===== config.mk =====
export PLATFORM = sky130hd
export DESIGN_NAME = sclhold_timeout_timer
export DESIGN_NICKNAME = d
export VERILOG_FILES = /design/src/rtl/sclhold_timeout_pkg.sv /design/src/rtl/sclhold_prescaler.sv /design/src/rtl/sclhold_countdown.sv /design/src/rtl/sclhold_timeout_timer.sv
export SDC_FILE = /design/constraint.sdc
export NUM_CORES = 1
export LEC_CHECK = 0
export BUFFER_PORTS_ARGS = -buffer_cell sky130_fd_sc_hd__buf_4
export CORE_ASPECT_RATIO = 0.5
export CORE_MARGIN = 10
export CORE_UTILIZATION = 55
export CTS_BUF_LIST = sky130_fd_sc_hd__clkbuf_2 sky130_fd_sc_hd__clkbuf_4 sky130_fd_sc_hd__clkbuf_8
export CTS_CLUSTER_SIZE = 20
export DETAILED_ROUTE_END_ITERATION = 8
export HOLD_SLACK_MARGIN = 0.06
export PLACE_DENSITY = 0.79
export SYNTH_ARGS = -nofsm -noshare
export SYNTH_HDL_FRONTEND = slang
export SYNTH_SLANG_ARGS = --single-unit
export TNS_END_PERCENT = 100

===== constraint.sdc =====
create_clock -name clk -period 3 [get_ports clk]
set_input_delay 0.15 -clock clk [delete_from_list [all_inputs] [get_ports clk]]
set_output_delay 0.15 -clock clk [all_outputs]
set_load 0.005 [all_outputs]

===== src/rtl/sclhold_timeout_pkg.sv =====
package sclhold_timeout_pkg;
  localparam int DEF_PRE_W = 16;
  localparam int DEF_CNT_W = 15;

  typedef enum logic [1:0] {
    ACT_IDLE = 2'd0,
    ACT_LOAD = 2'd1,
    ACT_DEC  = 2'd2
  } cnt_action_e;
endpackage


===== src/rtl/sclhold_prescaler.sv =====
module sclhold_prescaler #(
  parameter int PRE_W = 16,
  parameter int SEL_W = $clog2(PRE_W)
) (
  input  logic             clk,
  input  logic             rst,
  input  logic [SEL_W-1:0] sel,
  output logic             tick
);
  logic [PRE_W-1:0] free_q;
  logic [PRE_W-1:0] low_mask;

  always_ff @(posedge clk) begin
    if (rst) free_q <= '0;
    else     free_q <= free_q + 1'b1;
  end

  // Rising edge of the selected bit: bit set, all lower bits clear.
  always_comb begin
    low_mask = (PRE_W'(1) << sel) - PRE_W'(1);
    tick     = free_q[sel] && ((free_q & low_mask) == '0);
  end
endmodule


===== src/rtl/sclhold_countdown.sv =====
module sclhold_countdown
  import sclhold_timeout_pkg::*;
#(
  parameter int CNT_W = 15
) (
  input  logic             clk,
  input  logic             rst,
  input  logic             en,
  input  logic             load,
  input  logic             hold,
  input  logic             tick,
  input  logic [CNT_W-1:0] reload,
  output logic [CNT_W-1:0] cnt,
  output logic             flag
);
  cnt_action_e act;
  logic        expire;

  always_comb begin
    if (load)                    act = ACT_LOAD;
    else if (en && hold && tick) act = ACT_DEC;
    else                         act = ACT_IDLE;
    expire = (act == ACT_DEC) && (cnt <= CNT_W'(1));
  end

  always_ff @(posedge clk) begin
    if (rst) begin
      cnt <= '0;
    end else begin
      case (act)
        ACT_LOAD: cnt <= reload;
        ACT_DEC:  if (cnt != '0) cnt <= cnt - 1'b1;
        default:  cnt <= cnt;
      endcase
    end
  end

  always_ff @(posedge clk) begin
    if (rst)                    flag <= 1'b0;
    else if (!en)               flag <= 1'b0;
    else if (act == ACT_LOAD)   flag <= 1'b0;
    else if (expire)            flag <= 1'b1;
  end
endmodule


===== src/rtl/sclhold_timeout_timer.sv =====
module sclhold_timeout_timer
  import sclhold_timeout_pkg::*;
#(
  parameter int PRE_W = DEF_PRE_W,
  parameter int CNT_W = DEF_CNT_W,
  parameter int SEL_W = $clog2(PRE_W)
) (
  input  logic             clk,
  input  logic             rst,
  input  logic             tmr_en,
  input  logic [SEL_W-1:0] div_sel,
  input  logic [CNT_W-1:0] reload_val,
  input  logic             byte_start,
  input  logic             ack_evt,
  input  logic             scl_hold,
  output logic             timeout_flag
);
  logic             tick;
  logic             byte_edge;
  logic [CNT_W-1:0] down_cnt;

  assign byte_edge = byte_start | ack_evt;

  sclhold_prescaler #(.PRE_W(PRE_W), .SEL_W(SEL_W)) u_presc (
    .clk  (clk),
    .rst  (rst),
    .sel  (div_sel),
    .tick (tick)
  );

  sclhold_countdown #(.CNT_W(CNT_W)) u_cd (
    .clk    (clk),
    .rst    (rst),
    .en     (tmr_en),
    .load   (byte_edge),
    .hold   (scl_hold),
    .tick   (tick),
    .reload (reload_val),
    .cnt    (down_cnt),
    .flag   (timeout_flag)
  );
endmodule


==> impl_metrics.json, run 1 <==
{
  "min_period_ns": 2.727,
  "multi_input_area_um2": 1464,
  "max_freq_mhz": 366.7,
  "yosys_warnings": 0,
  "hold_viol": 0,
  "routedWlPerCell_um": 15.56,
  "peakVddDrop_mv": 0.2148,
  "clock_latency_ns": 0.29,
  "finalMaxSlewViolations": 0,
  "powerDensity_nw_per_um2": 380.5,
  "post-place-cells": 345,
  "cp-end-kind": "flop",
  "power_leakage_nw": 0.9804,
  "holdBufCountCts": 0,
  "synth_edf_count": 0,
  "drv_cap": 0,
  "synth_top_area_share_pct": 28.01,
  "port_buffers": 25,
  "r2r_setup_slack_ns": 0.56,
  "status": "complete, no violations",
  "fin_util_pct": 66.02,
  "diodes": 0,
  "ant_nets": 0,
  "synth_nets": 302,
  "overflow": 0,
  "critical_path_class": "input port to flop",
  "crit_fanout": 23,
  "synthDistinctLibCells": 60,
  "cts_tree": "done",
  "synthMuxAreaShare_pct": 12.04,
  "synthAdderAreaFrac_pct": 2.681,
  "clk_pin_slew_ns": 0.07,
  "yosys.area_share.simple_pct": 26.64,
  "synth_cells": 273,
  "vias": 2112,
  "yosysTopAreaCell": "dfxtp_1",
  "die_area_um2": 7294,
  "htreeDepth": 2,
  "syn_to_final_growth_pct": 13.84,
  "grt_use_total_pct": 14.51,
  "grt_max_degree": 35,
  "io_pins": 26,
  "layout_common_cells": "nor2_1 (34), buf_4 (34), dfxtp_1 (32)",
  "start_kind": "input port",
  "yosysSeqAreaShare_pct": 28.01,
  "vias_per_cell": 5.983,
  "hpwlAfterDp_mm": 3.945,
  "first_iter_violations": 100,
  "globalplace.congestion": 0.8655,
  "die_x_um": 111.2,
  "nFillCells": 340,
  "fp.coreArea_um2": 3944,
  "grt_pass1_vias": 2001,
  "synth_xor_area_share_pct": 4.595,
  "avgSynthCellArea_um2": 8.378,
  "ff_latch_area_um2": 640.6,
  "hold_path_class": "input port to flop",
  "grt_pass1_wl_mm": 9.101,
  "cts-root-buf": "clkbuf_8",
  "drive_gt1_share_pct": 18.06,
  "async_reset_ff_share_pct": 0,
  "cts_max_path_buffers": 2,
  "synthTopCellsByArea": "dfxtp_1 (28%), mux2i_1 (6.1%), nor2_1 (5.6%)",
  "initial_utilization_pct": 57.99,
  "rsz0062_at_grt": "false",
  "num_rows": 16,
  "cts_buffers": 5,
  "crit_arrival_ns": 2.88,
  "synth_compound_area_share_pct": 18.05,
  "cts-resized-gates": 0,
  "setup_viol": 0,
  "synth_top_family_by_area": "simple AND/OR/NAND/NOR gates",
  "synth_flop_cell": "dfxtp_1",
  "tightestPinTransition_ns": 0.4372,
  "syn_area_um2": 2287,
  "skew_ns": 0.005254,
  "antenna_found_initial": 0,
  "clock-sinks": 32,
  "wirelength_mm": 5.492,
  "ys_seq_elements": 32,
  "postCtsSetupRepairBufs": 0,
  "crit_required_ns": 3.15,
  "slew-limit-headroom_pct": 70.63,
  "drc": 0,
  "final_nets": 327,
  "finalCritPeriodShare_pct": 90.90,
  "die-height_um": 65.60,
  "fin_cells": 353,
  "drt_first_pass_iters": 4,
  "setup_tns_ns": 0
}
[flip-flops by register name, summed over array words and instances (netlist names)]
register        flops
u_presc.free_q     16
u_cd.cnt           15
u_cd.flag           1
[cells in the mapped netlist, types with 7 or more instances]
master,count
nor2_1,34
xor2_1,8
a21oi_1,8
clkbuf_1,8
mux2i_1,14
nand4_1,7
nor3b_1,8
o32ai_1,8
a21boi_0,9
dfxtp_1,32
o21ai_0,8
inv_1,17
nand2_1,20
[metrics by stage]
| step | total power (W) | setup slack (ns) | hold WS [ns] | cell area, um^2 |
|---|---|---|---|---|
| after floorplan | 0.0005845 | 0.1042 | 0.3131 | 2287 |
| after global placement | 0.0006370 | 0.06422 | 0.4104 | 2511 |
| after detailed placement | 0.0006441 | -0.003866 | 0.4337 | 2511 |
| after CTS | 0.0009910 | 0.2727 | 0.1490 | 2604 |
| after global routing | 0.001029 | 0.08875 | 0.1802 | 2604 |
| final | 0.0009908 | 0.2731 | 0.1466 | 2604 |
[cell type report]
cell class | count | share of cell area (%)
tap | 54 | 2.595
clock buffer | 6 | 3.172
sequential | 32 | 24.60
multi-input combinational | 207 | 56.22
clock inverter | 2 | 0.3844
inverter | 17 | 2.451
timing repair buffer | 35 | 10.57
[path summary, 6_finish.rpt]
check / from / end / depth (start not counted)
worst min-delay path: reload_val[0] / u_cd.cnt[0] / 3
worst min register to register: u_cd.cnt[10] / u_cd.cnt[10] / 2
worst max register to register: u_cd.cnt[11] / u_cd.cnt[11] / 8
worst max-delay path: div_sel[0] / u_cd.cnt[11] / 13
[worst max-delay path: stages]
cell	delay, ns
buf_4	0.11
or2_4	0.24
or3_1	0.31
ha_1	0.26
buf_4	0.17
nor4b_1	0.28
a21oi_1	0.08
o221ai_1	0.24
nor4_1	0.10
a211o_1	0.34
buf_12	0.17
nand2b_1	0.26
o32ai_1	0.15
[report_power, final]
| group | switching (W) | total [W] | internal [W] | leakage, nW |
|---|---|---|---|---|
| clock | 0.000171 | 0.000354 | 0.000183 | 0.0510 |
| sequential | 0.0000220 | 0.000465 | 0.000443 | 0.262 |
| combinational | 0.0000902 | 0.000172 | 0.0000816 | 0.667 |
[per-layer routing]
metal  vias up  share of wire, %  track usage (%)
met5         -                 0                0
met4         0               1.4            5.096
met3         8               5.2            3.170
met2        55                49            26.45
met1      1002                44            16.68
li1       1047                 -                -
[cells by family after synthesis]
| kind of cell | after synthesis |
|---|---|
| buffers and inverters | 34 |
| muxes | 21 |
| AOI/OAI and AO/OA | 56 |
| xor gates and xnor gates | 12 |
| and+or+nand+nor | 113 |
| DFF | 32 |
| adders and majority gates | 5 |
Power figures use the tool's default switching activity.
==> run 2: changes to the inputs <==
ABC_AREA = 1   (was unset)
PLACE_DENSITY = 0.78   (was 0.79)
==> impl_metrics.json, run 2 <==
{
  "ant_nets": 0,
  "synthDistinctLibCells": 32,
  "min_period_ns": 2.262,
  "die_x_um": 116.3,
  "start_kind": "input port",
  "critical_path_class": "input port to flop",
  "status": "complete, no violations",
  "finalCritPeriodShare_pct": 75.41,
  "slew-limit-headroom_pct": 49.84,
  "synth_cells": 420,
  "synth_flop_cell": "dfxtp_1",
  "grt_pass1_wl_mm": 10.72,
  "p_int_w": 0.0007411,
  "num_rows": 17,
  "skew_ns": 0.01016,
  "switchingPower_w": 0.0003315,
  "placed_cell_area_um2": 2720,
  "drive_gt1_share_pct": 12.50,
  "peakVddDrop_mv": 0.1759,
  "nFillCells": 450,
  "max_freq_mhz": 442.0,
  "syn_area_um2": 2549,
  "cts-root-buf": "clkbuf_8",
  "hold_path_class": "input port to flop",
  "reg.largest.list": "u_presc.free_q x16, u_cd.cnt x15, u_cd.flag x1",
  "cts-resized-gates": 0,
  "top_layer_used": "met4",
  "hold_viol": 0,
  "preCtsSetupSlack_ns": 0.4736,
  "synthTopCellsByCount": "nand2_1 (129), nor2_1 (57), inv_1 (45)",
  "powerDensity_nw_per_um2": 380.8,
  "drt-met1-wl_mm": 3.013,
  "clockPowerShare_pct": 34.8,
  "clock-sinks": 32,
  "tightestPinTransition_ns": 0.7516,
  "power_leakage_nw": 1.351,
  "largest_register_ff_count": 16,
  "ys_seq_elements": 32,
  "synth_nets": 449,
  "swShare_pct": 30.91,
  "synth_top_area_share_pct": 25.14,
  "cp-end-kind": "flop",
  "p_seq_share_pct": 43.1,
  "r2r_setup_slack_ns": 0.83,
  "worst_slack_ns": 0.7377,
  "setup_viol": 0,
  "synth_edf_count": 0,
  "largest_register": "u_presc.free_q",
  "drv_cap": 0,
  "grt_use_total_pct": 16.71,
  "vias_per_cell": 5.179,
  "postCtsSetupRepairBufs": 0,
  "globalplace.congestion": 0.8987,
  "stdcell_area_um2": 2816,
  "holdBufCountCts": 0,
  "crit-reg2reg-launch": "u_cd.cnt[0]",
  "grt_max_degree": 26,
  "worstHoldEndpoint": "u_cd.cnt[9]",
  "vias": 2574,
  "cts_max_path_buffers": 2,
  "syn_to_final_growth_pct": 10.51,
  "port_buffers": 25,
  "diodes": 0,
  "die-height_um": 68.14,
  "worstHoldStart": "rst",
  "cts_buffers": 5,
  "crit_required_ns": 3.19,
  "routedWlPerCell_um": 12.72,
  "power_frac_comb_pct": 22.1,
  "final_common_cell": "nand2_1",
  "layout_common_cells": "nand2_1 (129), nor2_1 (57), inv_1 (45)",
  "overflow": 0,
  "met2WireLength_mm": 2.874,
  "initial_utilization_pct": 57.33,
  "clock_latency_ns": 0.29,
  "antenna_found_initial": 0,
  "drt_first_pass_iters": 4,
  "reg2reg_depth": 11,
  "drc": 0,
  "crit_fanout": 25,
  "finalMaxSlewViolations": 0,
  "route.met3.wl_um": 322,
  "async_reset_ff_share_pct": 0,
  "final_nets": 469,
  "yosysMostFrequentCell": "nand2_1",
  "hpwlAfterDp_mm": 4.717,
  "crit_arrival_ns": 2.45,
  "r2r-end": "u_cd.cnt[11]",
  "cts_tree": "done",
  "yosys_warnings": 0,
  "die_area_um2": 7922,
  "min_delay_path_depth": 2,
  "rsz0062_at_grt": "false",
  "avgSynthCellArea_um2": 6.068,
  "fp.coreArea_um2": 4446,
  "io_pins": 26,
  "yosysSeqAreaShare_pct": 25.14,
  "synthTopCellsByArea": "dfxtp_1 (25%), nand2_1 (19%), nor2_1 (8.4%)",
  "first_iter_violations": 192,
  "wirelength_mm": 6.324,
  "htreeDepth": 2,
  "grt_pass1_vias": 2449,
  "clk_pin_slew_ns": 0.07,
  "yosysTopAreaCell": "dfxtp_1",
  "setup_tns_ns": 0
}
run 2: changes by cell type after synthesis, sizes merged, moves of 10 or more:
cell,previous run,this run
nand3,5,43
o21ai,9,21
nand2,20,133
inv,17,51
a21boi,10,0
nor2,34,65
mux2i,14,0
run 2: power groups by stage:
stage / logic, W / clock network (W) / registers (W)
2_1_floorplan: 0.000180 / 0 / 0.000466
3_3_place_gp: 0.000230 / 0 / 0.000471
3_5_place_dp: 0.000232 / 0 / 0.000471
4_1_cts: 0.000235 / 0.000377 / 0.000462
5_1_grt: 0.000269 / 0.000399 / 0.000465
6_report: 0.000237 / 0.000374 / 0.000462
run 2: per-layer routing:
layer  GRT usage [%]  vias up
li1                -     1369
met1           20.37     1133
met2           27.61       60
met3           4.363       12
met4           7.585        0
met5               0        -
run 2: kinds of logic (layout without fill, tap and decap cells):
group	after synthesis	in the layout	share of synthesized area [%]
AO/OA/AOI/OAI	39	39	7.904
XOR/XNOR	14	14	4.811
adder cells (fa/ha/maj)	4	4	1.964
buffers and inverters	64	84	11.24
flip-flops	32	32	25.13
AND/OR/NAND/NOR	267	267	48.94
run 2: layout make-up:
class	count	area, um^2	area share [%]
multi-input cells	324	1622	57.57
repair buffers	26	195.2	6.930
well taps	57	71.32	2.532
flip-flops and latches	32	640.6	22.75
inverters	51	191.4	6.797
clock buffers	7	96.34	3.421
run 2: worst max-delay path, cell delays in order:
cell and delay, ns:
buf_4 0.18, inv_2 0.16, nor2_1 0.07, nand2_1 0.06
ha_1 0.32, inv_1 0.10, a21oi_1 0.24, nand3_1 0.11
nand3_1 0.12, nand2_2 0.09, nor2_8 0.16, nand3_4 0.26
nand2_1 0.18, nand2_1 0.07, nor2_1 0.10, nor2_1 0.04
run 2: worst max path at each step:
stage,start,endpoint,slack (ns)
after floorplan,div_sel[2],u_cd.cnt[0],0.98
after global placement,div_sel[0],u_cd.cnt[10],0.53
after detailed placement,div_sel[0],u_cd.cnt[11],0.47
after CTS,div_sel[0],u_cd.cnt[11],0.77
after global routing,div_sel[0],u_cd.cnt[8],0.43
final,div_sel[0],u_cd.cnt[3],0.74
run 2: metrics by stage:
step                      total power [W]  instances  utilization, %  hold WS, ns
after floorplan                 0.0006467        420               -       0.2945
after global placement          0.0007004        490           61.19       0.4112
after detailed placement        0.0007038        490           61.19       0.4186
after CTS                        0.001074        497           63.35       0.1154
after global routing             0.001133        497           63.35       0.1120
final                            0.001073        497           63.35       0.1158
